### src/rtl/mdio_pkg.sv
package mdio_pkg;
  localparam int ADR_W    = 5;
  localparam int DAT_W    = 16;
  localparam int PRE_LEN  = 32;
  localparam int FRM_LEN  = 4 + 2 * ADR_W + 2 + DAT_W;
  localparam int SH_W     = PRE_LEN + FRM_LEN;
  localparam int CNT_W    = $clog2(SH_W + 1);
  localparam int TA2_POS  = DAT_W + 1;
  localparam int TA1_POS  = DAT_W + 2;
  localparam int REG_W    = DAT_W + 2;

  typedef enum logic [1:0] {
    RG_CLK  = 2'd0,
    RG_CMD  = 2'd1,
    RG_WDAT = 2'd2,
    RG_RDAT = 2'd3
  } reg_sel_e;

  function automatic logic [1:0] wire_op(input logic c45, input logic [1:0] code);
    if (c45) return code;
    return code[0] ? 2'b10 : 2'b01;
  endfunction

  function automatic logic op_is_read(input logic c45, input logic [1:0] code);
    return c45 ? code[1] : code[0];
  endfunction
endpackage

### src/rtl/mdio_clkgen.sv
module mdio_clkgen #(
  parameter int DIV_W = 8
) (
  input  logic             clk,
  input  logic             rst_n,
  input  logic             run,
  input  logic [DIV_W-1:0] div,
  output logic             mdc,
  output logic             rise_evt,
  output logic             fall_evt
);
  logic [DIV_W-1:0] cnt_q, cnt_d, lim;
  logic             mdc_q, mdc_d, at_lim;

  assign lim      = (div == '0) ? '0 : div - 1'b1;
  assign at_lim   = run && (cnt_q == lim);
  assign rise_evt = at_lim && !mdc_q;
  assign fall_evt = at_lim && mdc_q;
  assign mdc      = mdc_q;

  always_comb begin
    cnt_d = cnt_q;
    mdc_d = mdc_q;
    if (!run) begin
      cnt_d = '0;
      mdc_d = 1'b0;
    end else if (at_lim) begin
      cnt_d = '0;
      mdc_d = !mdc_q;
    end else begin
      cnt_d = cnt_q + 1'b1;
    end
  end

  always_ff @(posedge clk or negedge rst_n) begin
    if (!rst_n) begin
      cnt_q <= '0;
      mdc_q <= 1'b0;
    end else begin
      cnt_q <= cnt_d;
      mdc_q <= mdc_d;
    end
  end

  // MDC only changes once the half-period count has run out
  p_mdc_hold_r2: assert property (@(posedge clk) disable iff (!rst_n)
    run && (cnt_q != lim) |=> $stable(mdc_q));
endmodule

### src/rtl/mdio_engine.sv
module mdio_engine
  import mdio_pkg::*;
(
  input  logic             clk,
  input  logic             rst_n,
  input  logic             start,
  input  logic             c45,
  input  logic             pre_en,
  input  logic [1:0]       op,
  input  logic [ADR_W-1:0] phy,
  input  logic [ADR_W-1:0] rga,
  input  logic [DAT_W-1:0] wdata,
  input  logic             rise_evt,
  input  logic             fall_evt,
  input  logic             mdio_i,
  output logic             busy,
  output logic             rd_act,
  output logic             done,
  output logic             mdio_o,
  output logic             mdio_oe,
  output logic [DAT_W-1:0] cap,
  output logic             ta_ok
);
  localparam logic [CNT_W-1:0] REM_TA1 = CNT_W'(TA1_POS);
  localparam logic [CNT_W-1:0] REM_TA2 = CNT_W'(TA2_POS);
  localparam logic [CNT_W-1:0] REM_DAT = CNT_W'(DAT_W);
  localparam logic [CNT_W-1:0] REM_PRE = CNT_W'(FRM_LEN);

  logic [SH_W-1:0]    sh_q, sh_d;
  logic [CNT_W-1:0]   rem_q, rem_d;
  logic               busy_q, busy_d, rd_q, rd_d, ta_q, ta_d;
  logic [DAT_W-1:0]   cap_q, cap_d;
  logic [FRM_LEN-1:0] frame;

  assign frame   = {1'b0, !c45, wire_op(c45, op), phy, rga, 2'b10, wdata};
  assign busy    = busy_q;
  assign rd_act  = rd_q;
  assign cap     = cap_q;
  assign ta_ok   = ta_q;
  assign done    = busy_q && fall_evt && (rem_q == CNT_W'(1));
  assign mdio_o  = busy_q && sh_q[SH_W-1];
  assign mdio_oe = busy_q && !(rd_q && (rem_q <= REM_TA1));

  always_comb begin
    sh_d   = sh_q;
    rem_d  = rem_q;
    busy_d = busy_q;
    rd_d   = rd_q;
    cap_d  = cap_q;
    ta_d   = ta_q;
    if (start && !busy_q) begin
      sh_d   = pre_en ? {{PRE_LEN{1'b1}}, frame} : {frame, {PRE_LEN{1'b0}}};
      rem_d  = pre_en ? CNT_W'(SH_W) : CNT_W'(FRM_LEN);
      busy_d = 1'b1;
      rd_d   = op_is_read(c45, op);
      cap_d  = '0;
      ta_d   = 1'b0;
    end else if (busy_q) begin
      if (rise_evt && rd_q) begin
        if (rem_q == REM_TA2) ta_d = !mdio_i;
        if (rem_q <= REM_DAT) cap_d = {cap_q[DAT_W-2:0], mdio_i};
      end
      if (fall_evt) begin
        if (rem_q == CNT_W'(1)) begin
          busy_d = 1'b0;
          rd_d   = 1'b0;
        end else begin
          sh_d  = sh_q << 1;
          rem_d = rem_q - 1'b1;
        end
      end
    end
  end

  always_ff @(posedge clk or negedge rst_n) begin
    if (!rst_n) begin
      sh_q   <= '0;
      rem_q  <= '0;
      busy_q <= 1'b0;
      rd_q   <= 1'b0;
      cap_q  <= '0;
      ta_q   <= 1'b0;
    end else begin
      sh_q   <= sh_d;
      rem_q  <= rem_d;
      busy_q <= busy_d;
      rd_q   <= rd_d;
      cap_q  <= cap_d;
      ta_q   <= ta_d;
    end
  end

  // bits ahead of the start code are driven ones
  p_preamble_ones_r3: assert property (@(posedge clk) disable iff (!rst_n)
    busy_q && (rem_q > REM_PRE) |-> mdio_oe && mdio_o);
  // the master owns the line at the first bit of every frame
  p_first_bit_driven_r4: assert property (@(posedge clk) disable iff (!rst_n)
    $rose(busy_q) |-> mdio_oe);
endmodule

### src/rtl/mdio_master.sv
module mdio_master
  import mdio_pkg::*;
#(
  parameter int             DIV_W   = 8,
  parameter logic [DIV_W-1:0] DIV_RST = 4
) (
  input  logic             clk,
  input  logic             rst_n,
  input  logic             bus_we,
  input  logic [1:0]       bus_addr,
  input  logic [REG_W-1:0] bus_wdata,
  output logic [REG_W-1:0] bus_rdata,
  output logic             mdc,
  output logic             mdio_o,
  output logic             mdio_oe,
  input  logic             mdio_i
);
  localparam int CLK_PAD = REG_W - DIV_W - 2;

  logic [1:0]       rst_sync_q;
  logic             rst_int_n;
  logic [DIV_W-1:0] div_q;
  logic             pre_q, c45_q;
  logic [1:0]       op_q;
  logic [ADR_W-1:0] phy_q, rga_q;
  logic [DAT_W-1:0] wdat_q, rdat_q, cap;
  logic             val_q, busy, rd_act, done, ta_ok, start;
  logic             rise_evt, fall_evt, rd_pend, wr_pend;
  logic             clk_we, cmd_we, wdat_we;

  always_ff @(posedge clk or negedge rst_n) begin
    if (!rst_n) rst_sync_q <= 2'b00;
    else        rst_sync_q <= {rst_sync_q[0], 1'b1};
  end
  assign rst_int_n = rst_sync_q[1];

  assign clk_we  = bus_we && (reg_sel_e'(bus_addr) == RG_CLK);
  assign cmd_we  = bus_we && (reg_sel_e'(bus_addr) == RG_CMD);
  assign wdat_we = bus_we && (reg_sel_e'(bus_addr) == RG_WDAT);
  assign start   = cmd_we && !busy;
  assign rd_pend = busy && rd_act;
  assign wr_pend = busy && !rd_act;

  always_ff @(posedge clk or negedge rst_int_n) begin
    if (!rst_int_n) begin
      div_q  <= DIV_RST;
      pre_q  <= 1'b0;
      c45_q  <= 1'b0;
      op_q   <= '0;
      phy_q  <= '0;
      rga_q  <= '0;
      wdat_q <= '0;
      rdat_q <= '0;
      val_q  <= 1'b0;
    end else begin
      if (clk_we) begin
        div_q <= bus_wdata[DIV_W-1:0];
        pre_q <= bus_wdata[DIV_W];
        c45_q <= bus_wdata[DIV_W+1];
      end
      if (start) begin
        op_q  <= bus_wdata[REG_W-1:REG_W-2];
        phy_q <= bus_wdata[2*ADR_W-1:ADR_W];
        rga_q <= bus_wdata[ADR_W-1:0];
      end
      if (wdat_we) wdat_q <= bus_wdata[DAT_W-1:0];
      if (start && op_is_read(c45_q, bus_wdata[REG_W-1:REG_W-2])) val_q <= 1'b0;
      else if (done && rd_act) begin
        rdat_q <= cap;
        val_q  <= ta_ok;
      end
    end
  end

  always_comb begin
    unique case (reg_sel_e'(bus_addr))
      RG_CLK:  bus_rdata = {{CLK_PAD{1'b0}}, c45_q, pre_q, div_q};
      RG_CMD:  bus_rdata = {op_q, {(REG_W-2-2*ADR_W){1'b0}}, phy_q, rga_q};
      RG_WDAT: bus_rdata = {1'b0, wr_pend, wdat_q};
      default: bus_rdata = {val_q, rd_pend, rdat_q};
    endcase
  end

  mdio_clkgen #(.DIV_W(DIV_W)) i_clkgen (
    .clk(clk), .rst_n(rst_int_n), .run(busy), .div(div_q),
    .mdc(mdc), .rise_evt(rise_evt), .fall_evt(fall_evt)
  );

  mdio_engine i_engine (
    .clk(clk), .rst_n(rst_int_n), .start(start), .c45(c45_q), .pre_en(pre_q),
    .op(bus_wdata[REG_W-1:REG_W-2]), .phy(bus_wdata[2*ADR_W-1:ADR_W]),
    .rga(bus_wdata[ADR_W-1:0]), .wdata(wdat_q), .rise_evt(rise_evt),
    .fall_evt(fall_evt), .mdio_i(mdio_i), .busy(busy), .rd_act(rd_act),
    .done(done), .mdio_o(mdio_o), .mdio_oe(mdio_oe), .cap(cap), .ta_ok(ta_ok)
  );

  // between frames the bus is quiet
  p_idle_quiet_r1: assert property (@(posedge clk) disable iff (!rst_int_n)
    !busy |-> !mdc && !mdio_oe);
  // never both pending flags at once
  p_one_pending_r8: assert property (@(posedge clk) disable iff (!rst_int_n)
    !(rd_pend && wr_pend));
  // the latched command does not move while a frame runs
  p_cmd_hold_r9: assert property (@(posedge clk) disable iff (!rst_int_n)
    busy && $past(busy) |-> $stable(op_q) && $stable(phy_q) && $stable(rga_q));
  // a read that has just started never shows valid
  p_valid_clear_r7: assert property (@(posedge clk) disable iff (!rst_int_n)
    $rose(rd_pend) |-> !val_q);
endmodule

### config.mk
export PLATFORM = sky130hd
export DESIGN_NAME = mdio_master
export DESIGN_NICKNAME = d
export VERILOG_FILES = /design/src/rtl/mdio_pkg.sv /design/src/rtl/mdio_clkgen.sv /design/src/rtl/mdio_engine.sv /design/src/rtl/mdio_master.sv
export SDC_FILE = /design/constraint.sdc
export NUM_CORES = 1
export LEC_CHECK = 0
export BUFFER_PORTS_ARGS = -buffer_cell sky130_fd_sc_hd__buf_2
export CAP_MARGIN = 25
export CORE_MARGIN = 3
export CORE_UTILIZATION = 60
export DETAILED_ROUTE_END_ITERATION = 16
export GPL_TIMING_DRIVEN = 0
export HOLD_SLACK_MARGIN = 0.12
export PLACE_DENSITY_LB_ADDON = 0.12
export SYNTH_ARGS = -nofsm -noshare
export SYNTH_HDL_FRONTEND = slang
export SYNTH_SLANG_ARGS = --single-unit
### constraint.sdc
create_clock -name clk -period 6 [get_ports clk]
set_input_delay 1.2 -clock clk [delete_from_list [all_inputs] [get_ports clk]]
set_output_delay 1.2 -clock clk [all_outputs]
set_load 0.02 [all_outputs]
==> run summary, run 1 <==
Status = completed
Total Routing Usage GR = 0.2820
Buffer and inverter count on the worst path = 4
Vias = 5,650
DPL Wire Length = 13.22 mm
Hold Buf Count CTS = 0
Die width = 118.0 um
Maximum VDD drop = 0.1917 mV
Initial core utilization = 0.6209
Critical Path AT = 3.28 ns
Routed Antenna Nets = 0
Sequential share of the synthesized area = 0.5193
Worst-case reg-to-reg path depth = 11
Max Fclk = 0.2232 GHz
CTS tree = yes
Io pins = 45
Fillers = 916
Fin crit period = 4.481 ns
Finished Cell Area = 8641 um^2
CTS buffer count = 17
Root Driver = clkbuf_16
Gpl congestion = 0.8954
Worst r2r src = div_q[0]$_DFFE_PN0P_
CP delay by family, top = buffers and inverters
# rows = 40
Area post-placement = 8009 um^2
Critical path type = input port to output pin
Top FF cell, synth = dfrtp_1
CTS Sinks = 156
Crit end category = output pin
Required time of the worst setup path = 4.80 ns
Die area = 13,910 um^2
Mapped cell area = 7520 um^2
Syn_nets = 702
Clock Skew = 0.007020 ns
Die Ht = 118.0 um
Post-layout net count = 767
Final Util = 0.7134
Worst R2R Setup Slack = 1.76 ns
Period utilization = 0.7468
Flops & latches, synth = 156
Slew @ Worst Pin = 0.8765 ns
RSZ-0062 raised after global routing = false
Drt pass-1 iters = 5
Fraction of layout cells with a size suffix above 1 = 0.2024
Mapped Avg Cell Area = 11.17 um^2
Final setup viols = 0
EDFF count, synth = 0
Startpoint Class = input port
Critical path cell sequence = buf_2 > clkbuf_1 > clkbuf_1 > mux4_2 > buf_2
Area of all sequential standard cells = 3909 um^2
RR Endpoint = i_engine.sh_q[6]$_DFFE_PN0P_
First-pass GRT wire length = 30.67 mm
Max Root-Sink Buffers = 2
Vias in the first global route = 5,687
ANT cells = 0
Final wirelength = 18.64 mm
Most frequent cells in the layout = 154 x dfrtp_1, 90 x mux2i_1, 50 x buf_2
Via density = 6.148
CP Max Fanout = 10
Slowest library cell on the worst path = clkbuf_1
Starting DRT DRC Count = 562
Area growth syn-to-layout = 14.91%
FFs w/ async S/R, synth = 1.000
H-tree depth = 4
Clock slew at reported path FFs = 0.06 ns
Slew HR = 0.4108
Drt drc = 0
Largest net degree at the start of global routing = 72
CTS resizes = 0
Post-CTS Setup Inserts = 0
Min-delay worst type = flip-flop to asynchronous set/reset pin
PD cells = 325.2 nW/um^2
Fin. max-slew vios = 0
Routed len/inst = 20.28 um
Overflow after GRT = 0
Multi-input logic area = 3381 um^2
Commonest non-fill, non-tap cell in the layout = dfrtp_1
Synth warn = 0
Netlist cell types = 57
Final hold vios = 0
Post-synthesis cell count = 673
Worst-skew pair later-pin latency = 0.43 ns
Core area = 12,110 um^2
Max Cap Viol = 0
CP peak stage delay = 0.61 ns
Leak Pwr = 3.325 nW
IO Port Bufs = 44
Initial antenna violation count = 0
-- area by class of cell --
| type | count | area share |
|---|---|---|
| plain buffers | 44 | 0.02230 |
| clock buffers | 23 | 0.05763 |
| clock inverters | 9 | 0.01549 |
| inverters | 11 | 0.004778 |
| multi-input cells | 462 | 0.3913 |
| flip-flops and latches | 156 | 0.4524 |
| well taps | 168 | 0.02433 |
| repair buffers | 46 | 0.03186 |
-- per-stage QoR --
step	setup TNS, ns	setup WS, ns	power, mW	hold WS (ns)	std cells
6_report	0	1.519	2.810	0.2234	919
3_5_place_dp	0	1.507	1.684	0.2328	887
5_1_grt	0	1.363	2.929	0.2490	919
4_1_cts	0	1.517	2.818	0.2355	919
3_3_place_gp	-21.22	-0.1465	1.659	0.3425	885
2_1_floorplan	0	1.333	1.541	0.3312	673
-- flip-flops by register name (all words and copies together), names as in the netlist --
| signal | count |
|---|---|
| c45_q | 1 |
| div_q | 8 |
| i_clkgen.cnt_q | 8 |
| i_clkgen.mdc | 1 |
| i_engine.busy | 1 |
| i_engine.cap | 16 |
| i_engine.rd_act | 1 |
| i_engine.rem_q | 7 |
| i_engine.sh_q | 64 |
| i_engine.ta_ok | 1 |
| op_q | 2 |
| phy_q | 5 |
| pre_q | 1 |
| rdat_q | 16 |
| rga_q | 5 |
| rst_sync_q | 2 |
| val_q | 1 |
| wdat_q | 16 |
-- synth_stat cells (all sizes together) (2+ instances only) --
library cell	instances	area, um^2
clkbuf	32	121.4
xnor2	9	78.83
and3	4	25.02
inv	11	41.29
or4	4	30.03
and2	4	25.02
mux2i	90	900.9
nand3b	2	15.01
nor2	42	157.7
o31ai	2	15.01
o21ai	37	185.2
buf	12	71.32
or3	4	25.02
dfrtp	155	3879
nor3	32	160.2
mux4	10	225.2
or2	2	12.51
a21boi	3	26.27
a2bb2oi	2	17.52
a31oi	3	18.77
nand4	3	18.77
xor2	6	52.55
a21oi	35	175.2
a32o	2	20.02
a31o	3	26.28
nand3	33	165.2
nand2	49	183.9
ha	5	62.56
nor2b	11	68.82
or4b	2	27.53
nor3b	2	15.01
nor4	4	31.28
mux2	40	450.4
nor4b	2	17.52
-- worst max-delay path by stage --
stage                             from                          end  slack, ns  depth (start not counted)
3_3_place_gp   rst_sync_q[1]$_DFF_PN0_  i_clkgen.cnt_q[3]$_DFF_PN0_      -0.15                          0
3_5_place_dp               bus_addr[0]                 bus_rdata[9]       1.51                          5
6_report                   bus_addr[0]                 bus_rdata[9]       1.52                          5
5_1_grt                    bus_addr[0]                 bus_rdata[9]       1.36                          5
2_1_floorplan  rst_sync_q[1]$_DFF_PN0_            c45_q$_DFFE_PN0P_       1.33                          0
4_1_cts                    bus_addr[0]                 bus_rdata[9]       1.52                          5
-- cell families (layout without fill, tap and decap cells) --
| family | Yosys count | in the layout | share of synthesized area |
|---|---|---|---|
| AND/OR/NAND/NOR | 204 | 204 | 0.1348 |
| flip-flops | 156 | 156 | 0.5193 |
| multiplexers | 140 | 140 | 0.2097 |
| AO/OA/AOI/OAI | 97 | 97 | 0.07887 |
| buffers and inverters | 55 | 133 | 0.03111 |
| XOR/XNOR | 15 | 15 | 0.01747 |
| adder cells (fa/ha/maj) | 5 | 5 | 0.008319 |
| other | 1 | 1 | 0.0004987 |
-- where the power goes --
part	internal [mW]	total, mW	switching (mW)
logic	0.189	0.435	0.246
registers	1.13	1.24	0.109
clock network	0.710	1.14	0.430
total	2.02	2.81	0.785
-- metal layers --
| layer | share of wire | GRT usage | vias to the layer above |
|---|---|---|---|
| met5 | 0 | 0 | - |
| met1 | 0.42 | 0.3914 | 2863 |
| met3 | 0.071 | 0.05959 | 47 |
| met2 | 0.48 | 0.4402 | 202 |
| met4 | 0.028 | 0.1084 | 0 |
| li1 | - | - | 2538 |
(Power assumes the default switching activity.)
==> inputs of run 2 (changes only) <==
Clock period 6 ns to 4.25 ns, I/O delays scaled along.
==> run 2 against run 1 <==
Net effect: sequential share of layout area is 0.20 points lower; sequential cell count unchanged; cell count up 0.11%; clock skew down 0.0011 ns; non-clock buffer count up 1; largest cell class unchanged; total power rose by 43%; global-route usage rose by 0.10 points; first-iteration DRC count fell by 17%; combinational power rose by 43%; clock-buffer cell count decreased by 1; critical endpoint is now i_engine.sh_q[59]$_DFFE_PN0P_; hold slack got worse by 0.023 ns.
==> run summary, run 2 (synthesis results as in run 1) <==
Core area = 12,110 um^2
Fin crit period = 3.968 ns
Routed Antenna Nets = 0
Crit end category = flip-flop
DPL Wire Length = 13.33 mm
Fin. max-slew vios = 0
Required time of the worst setup path = 4.53 ns
Final Instance Count excl. Fillers = 920
Min-delay worst type = input port to asynchronous set/reset pin
Placed Instances = 887
Post-CTS Setup Inserts = 0
Via density = 6.073
Fraction of layout cells with a size suffix above 1 = 0.2074
Starting DRT DRC Count = 469
Clock Skew = 0.005875 ns
H-tree depth = 4
Area growth syn-to-layout = 15.42%
CTS tree = yes
Max Root-Sink Buffers = 2
Largest net degree at the start of global routing = 69
ANT cells = 0
Max Cap Viol = 0
Worst R2R Setup Slack = 0.28 ns
First-pass GRT wire length = 30.66 mm
Setup Slack @ Placement = 0.1578 ns
Final wirelength = 18.75 mm
Initial core utilization = 0.6209
Area post-placement = 8009 um^2
Max Fclk = 0.2520 GHz
Startpoint Class = flip-flop
Drt pass-1 iters = 6
Leak Pwr = 3.351 nW
Maximum VDD drop = 0.2811 mV
Root Driver = clkbuf_16
Commonest non-fill, non-tap cell in the layout = dfrtp_1
Worst setup margin = 0.2817 ns
CTS Sinks = 156
CTS buffer count = 17
Final setup viols = 0
Overflow after GRT = 0
Clock slew at reported path FFs = 0.06 ns
PD cells = 463.3 nW/um^2
Routed len/inst = 20.38 um
# rows = 40
Vias in the first global route = 5,655
Critical Path AT = 4.25 ns
Slew @ Worst Pin = 0.8322 ns
Drt drc = 0
Io pins = 45
Period utilization = 0.9337
Post-layout net count = 768
Largest Register = i_engine.sh_q
CP Max Fanout = 10
Slew HR = 0.4452
Die area = 13,910 um^2
Die Ht = 118.0 um
Max FFs per register = 64
Initial antenna violation count = 0
RSZ-0062 raised after global routing = false
Most frequent cells in the layout = 154 x dfrtp_1, 90 x mux2i_1, 50 x buf_2
Gpl congestion = 0.9372
IO Port Bufs = 44
Worst-skew pair later-pin latency = 0.42 ns
Finished Cell Area = 8680 um^2
Total Routing Usage GR = 0.2830
Die width = 118.0 um
Critical path type = flip-flop to flip-flop
Fin Setup TNS = 0 ns
Vias = 5,587
Final hold vios = 0
Status = completed
## run 2: cell count changes in the layout (fill, tap and decap cells not counted), sizes merged
cell      change
clkinvlp      -3
clkinv        +2
bufinv        +1
inv           +1
## run 2: layer usage
layer	GRT usage	up-vias	share of wire
met4	0.08645	0	0.014
met3	0.05863	23	0.062
li1	-	2543	-
met2	0.4535	201	0.49
met5	0	-	0
met1	0.3929	2820	0.43
## run 2: per-stage QoR
stage | power (mW) | utilization | hold slack, ns
after floorplan | 2.175 | - | 0.3311
after global placement | 2.343 | 0.6565 | 0.3421
after detailed placement | 2.378 | 0.6613 | 0.3037
after CTS | 4.011 | 0.7145 | 0.1860
after global routing | 4.183 | 0.7166 | 0.1863
final | 4.021 | 0.7166 | 0.1999
## run 2: timing repair
action                     in CTS  in global routing
resized for setup               0                  3
setup endpoints to repair       0                 50
hold buffers                    0                  0
## run 2: path summary, 6_finish.rpt
| check | start | endpoint | cells past startpoint |
|---|---|---|---|
| setup / recovery | div_q[0]$_DFFE_PN0P_ | i_engine.sh_q[59]$_DFFE_PN0P_ | 11 |
| hold / removal | rst_n | rst_sync_q[1]$_DFF_PN0_ | 1 |
| setup reg to reg | div_q[0]$_DFFE_PN0P_ | i_engine.sh_q[59]$_DFFE_PN0P_ | 11 |
| hold reg to reg | rst_sync_q[1]$_DFF_PN0_ | i_engine.sh_q[42]$_DFFE_PN0P_ | 0 |
| max in group asynchronous | rst_sync_q[1]$_DFF_PN0_ | i_clkgen.cnt_q[7]$_DFF_PN0_ | 2 |
| min in group clk | rst_sync_q[0]$_DFF_PN0_ | rst_sync_q[1]$_DFF_PN0_ | 0 |
## run 2: where the power goes
group	internal [mW]	switching (mW)
clock network	1.05	0.603
registers	1.59	0.161
logic	0.270	0.352
## run 2: critical path, cell delays in order, from the launching register on
cell      delay, ns
dfrtp_1        0.46
inv_1          0.13
ha_1           0.27
or4b_4         0.50
or4b_4         0.50
a21boi_2       0.19
o221ai_2       0.24
nor4_2         0.39
buf_2          0.35
buf_2          0.40
mux2i_1        0.28
a21oi_1        0.11
## run 2: layout make-up
type | count | area, um^2
multi-input cells | 462 | 3400
plain buffers | 44 | 192.7
clock buffers | 22 | 484.2
clock inverters | 10 | 160.2
inverters | 11 | 41.29
repair buffers | 47 | 282.8
well taps | 168 | 210.2
fillers | 910 | 3432
flip-flops and latches | 156 | 3909
